## config.mk

```make
export PLATFORM = sky130hd
export DESIGN_NAME = pcl_unit
export DESIGN_NICKNAME = d
export VERILOG_FILES = /design/src/rtl/pcl_unit.sv
export SDC_FILE = /design/constraint.sdc
export NUM_CORES = 1
export LEC_CHECK = 0
export BUFFER_PORTS_ARGS = -buffer_cell sky130_fd_sc_hd__buf_2
export CORE_AREA = 4 4 41 43
export CTS_BUF_LIST = sky130_fd_sc_hd__clkbuf_2
export DETAILED_ROUTE_END_ITERATION = 8
export DIE_AREA = 0 0 45 47
export PLACE_DENSITY_LB_ADDON = 0.05
export SYNTH_ARGS = -nofsm -noshare
export SYNTH_HDL_FRONTEND = slang
export SYNTH_SLANG_ARGS = --single-unit
```

## constraint.sdc

```tcl
create_clock -name clk -period 1.1 [get_ports clk]
set_input_delay 0.165 -clock clk [delete_from_list [all_inputs] [get_ports clk]]
set_output_delay 0.165 -clock clk [all_outputs]
set_load 0.03 [all_outputs]
```

## src/rtl/pcl_unit.sv

```systemverilog
module pcl_unit #(
  parameter int QUAL_CYCLES  = 2,
  parameter int PULSE_CYCLES = 8
) (
  input  logic       clk,
  input  logic       rst_n,
  input  logic [1:0] dev_type,
  input  logic [1:0] line_fn,
  input  logic       chan_start,
  input  logic       clr,
  input  logic       pcl_in,
  output logic       pcl_out,
  output logic       pcl_oe,
  output logic       stat_lvl,
  output logic       seen,
  output logic       irq,
  output logic       abort_req,
  output logic       ready,
  output logic       enable
);
  localparam int QW = $clog2(QUAL_CYCLES + 1);
  localparam int PW = $clog2(PULSE_CYCLES + 1);

  logic          sync1, sync2;
  logic [QW-1:0] low_cnt;
  logic [PW-1:0] pulse_cnt;
  logic          armed;

  wire is_en   = (dev_type == 2'b01);
  wire is_rdy  = (dev_type == 2'b10);
  wire prog    = !is_en && !is_rdy;
  wire m_stat  = prog && (line_fn == 2'b00);
  wire m_irq   = prog && (line_fn == 2'b01);
  wire m_pulse = prog && (line_fn == 2'b10);
  wire m_abort = prog && (line_fn == 2'b11);

  wire qual       = !sync2 && (low_cnt == QW'(QUAL_CYCLES - 1));
  wire abort_fire = qual && m_abort && armed;

  always_ff @(posedge clk or negedge rst_n) begin
    if (!rst_n) begin
      sync1 <= 1'b1;
      sync2 <= 1'b1;
    end else begin
      sync1 <= pcl_in;
      sync2 <= sync1;
    end
  end

  always_ff @(posedge clk or negedge rst_n) begin
    if (!rst_n)
      low_cnt <= '0;
    else if (sync2)
      low_cnt <= '0;
    else if (low_cnt != QW'(QUAL_CYCLES))
      low_cnt <= low_cnt + 1'b1;
  end

  always_ff @(posedge clk or negedge rst_n) begin
    if (!rst_n)
      seen <= 1'b0;
    else if (qual && (m_stat || m_irq))
      seen <= 1'b1;
    else if (clr)
      seen <= 1'b0;
  end

  always_ff @(posedge clk or negedge rst_n) begin
    if (!rst_n) begin
      armed     <= 1'b0;
      abort_req <= 1'b0;
    end else begin
      if (chan_start)      armed <= 1'b1;
      else if (abort_fire) armed <= 1'b0;
      if (abort_fire)      abort_req <= 1'b1;
      else if (clr)        abort_req <= 1'b0;
    end
  end

  always_ff @(posedge clk or negedge rst_n) begin
    if (!rst_n)
      pulse_cnt <= '0;
    else if (chan_start && m_pulse)
      pulse_cnt <= PW'(PULSE_CYCLES);
    else if (pulse_cnt != '0)
      pulse_cnt <= pulse_cnt - 1'b1;
  end

  assign stat_lvl = sync2;
  assign irq      = seen && m_irq;
  assign ready    = is_rdy && !sync2;
  assign enable   = is_en && sync2;
  assign pcl_oe   = m_pulse;
  assign pcl_out  = (pulse_cnt == '0);
endmodule


```

Yosys cells after proc, flatten, opt, wreduce, memory -nomap -nowiden
Index checks and enable logic that the tools add are counted.
{ "totals": {"ff_bits": 11, "inputBits": 9, "word_cells": 50} }
{ "op_classes": {"addsub": 2, "eq_ne": 7, "muxes": 9, "n_reduce_logical": 25} }
{ "op_table": {"columns": ["op", "count"], "rows": [
  ["$logic_and 1x1->1", 13],
  ["$reduce_bool 2->1", 5],
  ["$mux 4", 2],
  ["$eq 2x1->1 const B", 3],
  ["$eq 2x2->1 const B", 3],
  ["$mux 1", 5],
  ["$logic_not 4->1", 1],
  ["$mux 2", 2],
  ["$reduce_bool 4->1", 1],
  ["$sub 4x1->4 const B", 1],
  ["$logic_not 1->1", 3],
  ["$add 2x1->2 const B", 1],
  ["$logic_not 2->1", 1],
  ["$ne 2x2->1 const B", 1],
  ["$logic_or 1x1->1", 1]
]} }

Depth between registers and ports, before layout
{ "depth": {"depth_word": 8, "ltp_mapped": 5} }

Worst setup path after synthesis
OpenSTA, ideal clock, no wires.
{ "synth_timing": {"kind": "reg-to-reg", "start": "register pulse_cnt[0]", "end": "register pulse_cnt[0]", "arrival_ns": 1.270, "required_ns": 0.965, "setup_slack_ns": -0.305, "stages_incl_launch_ff": 6, "synth_period_minus_slack_ns": 1.405, "path_cell_list": "dfrtp_1 inv_1 ha_1 nor3b_4 xnor2_1 nor2_1"} }
{ "synth_between": {"elab_chain_cells": 3} }
{ "synth_rtl": {"columns": ["element", "line_no", "rtl"], "rows": [
  ["from (decl)", "26", "logic [PW-1:0] pulse_cnt;"],
  ["from (signal assigned)", "84", "pulse_cnt <= PW'(PULSE_CYCLES);"],
  ["from (signal assigned)", "86", "pulse_cnt <= pulse_cnt - 1'b1;"],
  ["$sub 4x1->4", "86", null],
  ["$mux 4", "85", "else if (pulse_cnt != '0)"],
  ["$mux 4", "83", "else if (chan_start && m_pulse)"]
]} }
Parallel ways exist; a longest one is shown, timed or not. The select of a mux whose other input is x is not followed.
A chain may end at the register's enable or synchronous reset.

Worst setup path in the final report
{ "layout_timing": {"start": "register pulse_cnt[0]", "end": "register pulse_cnt[1]"} }
Same word-level chain as after synthesis.

==> impl_results.md <==
- Pre-CTS setup slack: -0.1604 ns
- Gate count after technology mapping: 52
- Synth warn: 0
- Post-Layout Inst Area: 1021 sq um
- Synth top area share: 0.3991
- Root buffer cell: clkbuf_2
- Site row count: 13
- RSZ-0062 raised after global routing: true
- Final WL: 1356 um
- Die H: 47 um
- Max-Cap Viols: 0
- IO buf count: 16
- CP peak stage delay: 0.38 ns
- TritonCTS clock tree: built
- H-tree lvl count: 1
- Final hold violations: 0
- Crit-path cells: inv_2 > ha_4 > nor3b_4 > buf_4 > buf_6 > buf_6 > a211oi_2
- Critical path data arrival time: 1.55 ns
- Die area: 2115 sq um
- Crit share post-route: 1.266
- Initial antenna violation count: 0
- Initial core utilization: 0.4337
- Inserted Clock Buffers: 3
- Post-DP HPWL: 825.7 um
- Yosys reg bits: 11
- 1st-iter DRT viols: 4
- Drt first pass iters: 2
- Minimum clock period: 1.393 ns
- Leakage: 0.5188 nW
- First-pass GRT wire length: 2007 um
- Clk buf depth: 2
- Gr ovfl total: 0
- Most numerous cell on the critical path: buf_6
- Skew final: 0.01186 ns
- Critical path required time: 1.26 ns
- Avg WL per Cell: 12.11 um
- Seq/Total Area, Yosys: 0.4922
- Syn Nets: 66
- Power, Total: 2.133 mW
- Critical Path Fanout Max: 3
- Fin util: 0.7846
- Final worst slack: -0.2927 ns
- Critical path capture point type: flop
- Final nets: 112
- Vias per cell: 4.750
- CTS Sinks: 11
- Setup tns final: -1.545 ns
- Power per cell area: 2090 nW/um^2
- Ranking of synthesized cells by area: dfrtp_1 (40%), ha_1 (11%), dfstp_2 (9.3%)
- Critical path type: reg -> reg
- Max-slew headroom: 0.8423
- Top-level I/O count: 17
- DRC: 0
- Pin count of the biggest net entering global routing: 12
- Worst vdd ir: 1.581 mV
- Status: complete, but fails checks
- Die Wd: 45 um
- Worst Setup Start Kind: flop
- Synthesized area per cell: 10.85 sq um
- Routability cong.: 0.6955
- Max Clk Rate: 718.0 MHz
- Synth area leader: dfrtp_1
- Vias in the first global route: 535
- GRT Total Usage: 0.1355
- Hold crit path type: in -> reg
- Netlist cell types: 24
- Clk_lat worst skew: 0.25 ns
- Antenna Nets Post-Route: 0
- Fraction of layout cells with a size suffix above 1: 0.6392
- Total number of vias: 532
- Clock transition at the registers of the reported paths: 0.09 ns
- Placed Area: 744.5 sq um
- Antenna cells: 0
- Core area: 1301 sq um
- Max Transition Viols Final: 0
- Final setup vio count: 11
- Cell Area, Synth: 564.3 sq um
- Failing checks: setup timing
- Slowest CP cell: dfrtp_1
- Worst Tran Pin Value: 0.2365 ns
- Area Overhead vs Synth: 80.93%
## final cells by class
| type | instances | area, sq um |
|---|---|---|
| repair buffers | 41 | 337.8 |
| well taps | 15 | 18.77 |
| inverters | 9 | 33.78 |
| flip-flops and latches | 11 | 277.8 |
| fillers | 87 | 280.3 |
| multi-input cells | 32 | 332.8 |
| clock buffers | 4 | 20.02 |
## metal layers
layer,GRT usage,vias up,part of all wire
met5,0,-,0
met4,0.02924,0,0.011
met3,0.06897,2,0.046
met2,0.2429,12,0.54
met1,0.1425,255,0.40
li1,-,263,-
## per-stage QoR
step | hold WS, ns | cells
2_1_floorplan | -0.1306 | 52
3_3_place_gp | 0.04014 | 93
3_5_place_dp | 0.03788 | 93
4_1_cts | 0.1014 | 104
5_1_grt | 0.09116 | 112
6_report | 0.1232 | 112
## critical path: cells and delay by family (launching register included)
kind	cells	cell delay, ns
AO/OA/AOI/OAI	1	0.21
adder cells (fa/ha/maj)	1	0.15
flip-flops	1	0.38
AND/OR/NAND/NOR	1	0.15
buffers and inverters	4	0.42
## placed cells by master (no fill, tap or decap), types with 2 or more instances in the layout
cell            n
dlygate4sd3_1   2
dfstp_2         2
inv_1           5
buf_6          12
nor2_1          4
dfrtp_1         9
nor2b_1         2
buf_2           8
inv_2           4
clkbuf_2        4
buf_4          19
ha_1            2
ha_4            3
## cells in the mapped netlist
library cell  n
dfrtp_1       9
inv_1         9
ha_1          5
nor2_1        5
nor2b_1       3
a21oi_1       2
dfstp_2       2
a211o_1       1
a211oi_1      1
a21o_1        1
a32o_1        1
and2_1        1
and4_1        1
nand2_1       1
nand3b_1      1
nand4_1       1
nor3_1        1
nor3b_1       1
nor3b_4       1
o2bb2ai_1     1
or2b_1        1
or3_4         1
xnor2_1       1
xor2_1        1
## path summary, 6_finish.rpt
path	slack [ns]	from	endpoint	cells after the start
hold reg to reg	0.36	sync1$_DFF_PN1_	stat_lvl$_DFF_PN1_	0
hold / removal	0.12	chan_start	armed$_DFFE_PN0P_	2
setup reg to reg	-0.29	pulse_cnt[0]$_DFFE_PN0P_	pulse_cnt[1]$_DFFE_PN0P_	7
max in group asynchronous	0.55	rst_n	sync1$_DFF_PN1_	2
setup / recovery	-0.29	pulse_cnt[0]$_DFFE_PN0P_	pulse_cnt[1]$_DFFE_PN0P_	7
min in group asynchronous	0.30	rst_n	low_cnt[0]$_DFFE_PN0P_	2
## where the power goes
| part | switching (mW) | internal, mW |
|---|---|---|
| Sequential | 0.0998 | 0.524 |
| Clock | 0.121 | 0.0966 |
| Combinational | 0.509 | 0.783 |
## repair_timing
item,4_1_cts,5_1_grt
pin swaps,9,9
setup buffers,5,10
hold endpoints to repair,12,0
hold buffers,2,0
endpoints found under the setup margin,13,13
cloned,0,0
resized for setup,28,6
## flip-flops by register name, indices dropped and copies added (netlist names)
name / flops
abort_req: 1
armed: 1
low_cnt: 2
pulse_cnt: 4
seen: 1
stat_lvl: 1
sync1: 1
## cell families (layout without fill, tap and decap cells)
kind of cell    after synthesis  count (layout)  share of synthesized area
buf+inv                       9              54                    0.05986
xor+xnor                      2               2                    0.03105
compound gates                7               7                    0.09314
simple gates                 18              18                     0.2129
flops                        11              11                     0.4922
fa+ha+maj                     5               5                     0.1109
Note: power is estimated with default switching activity, not from simulation.
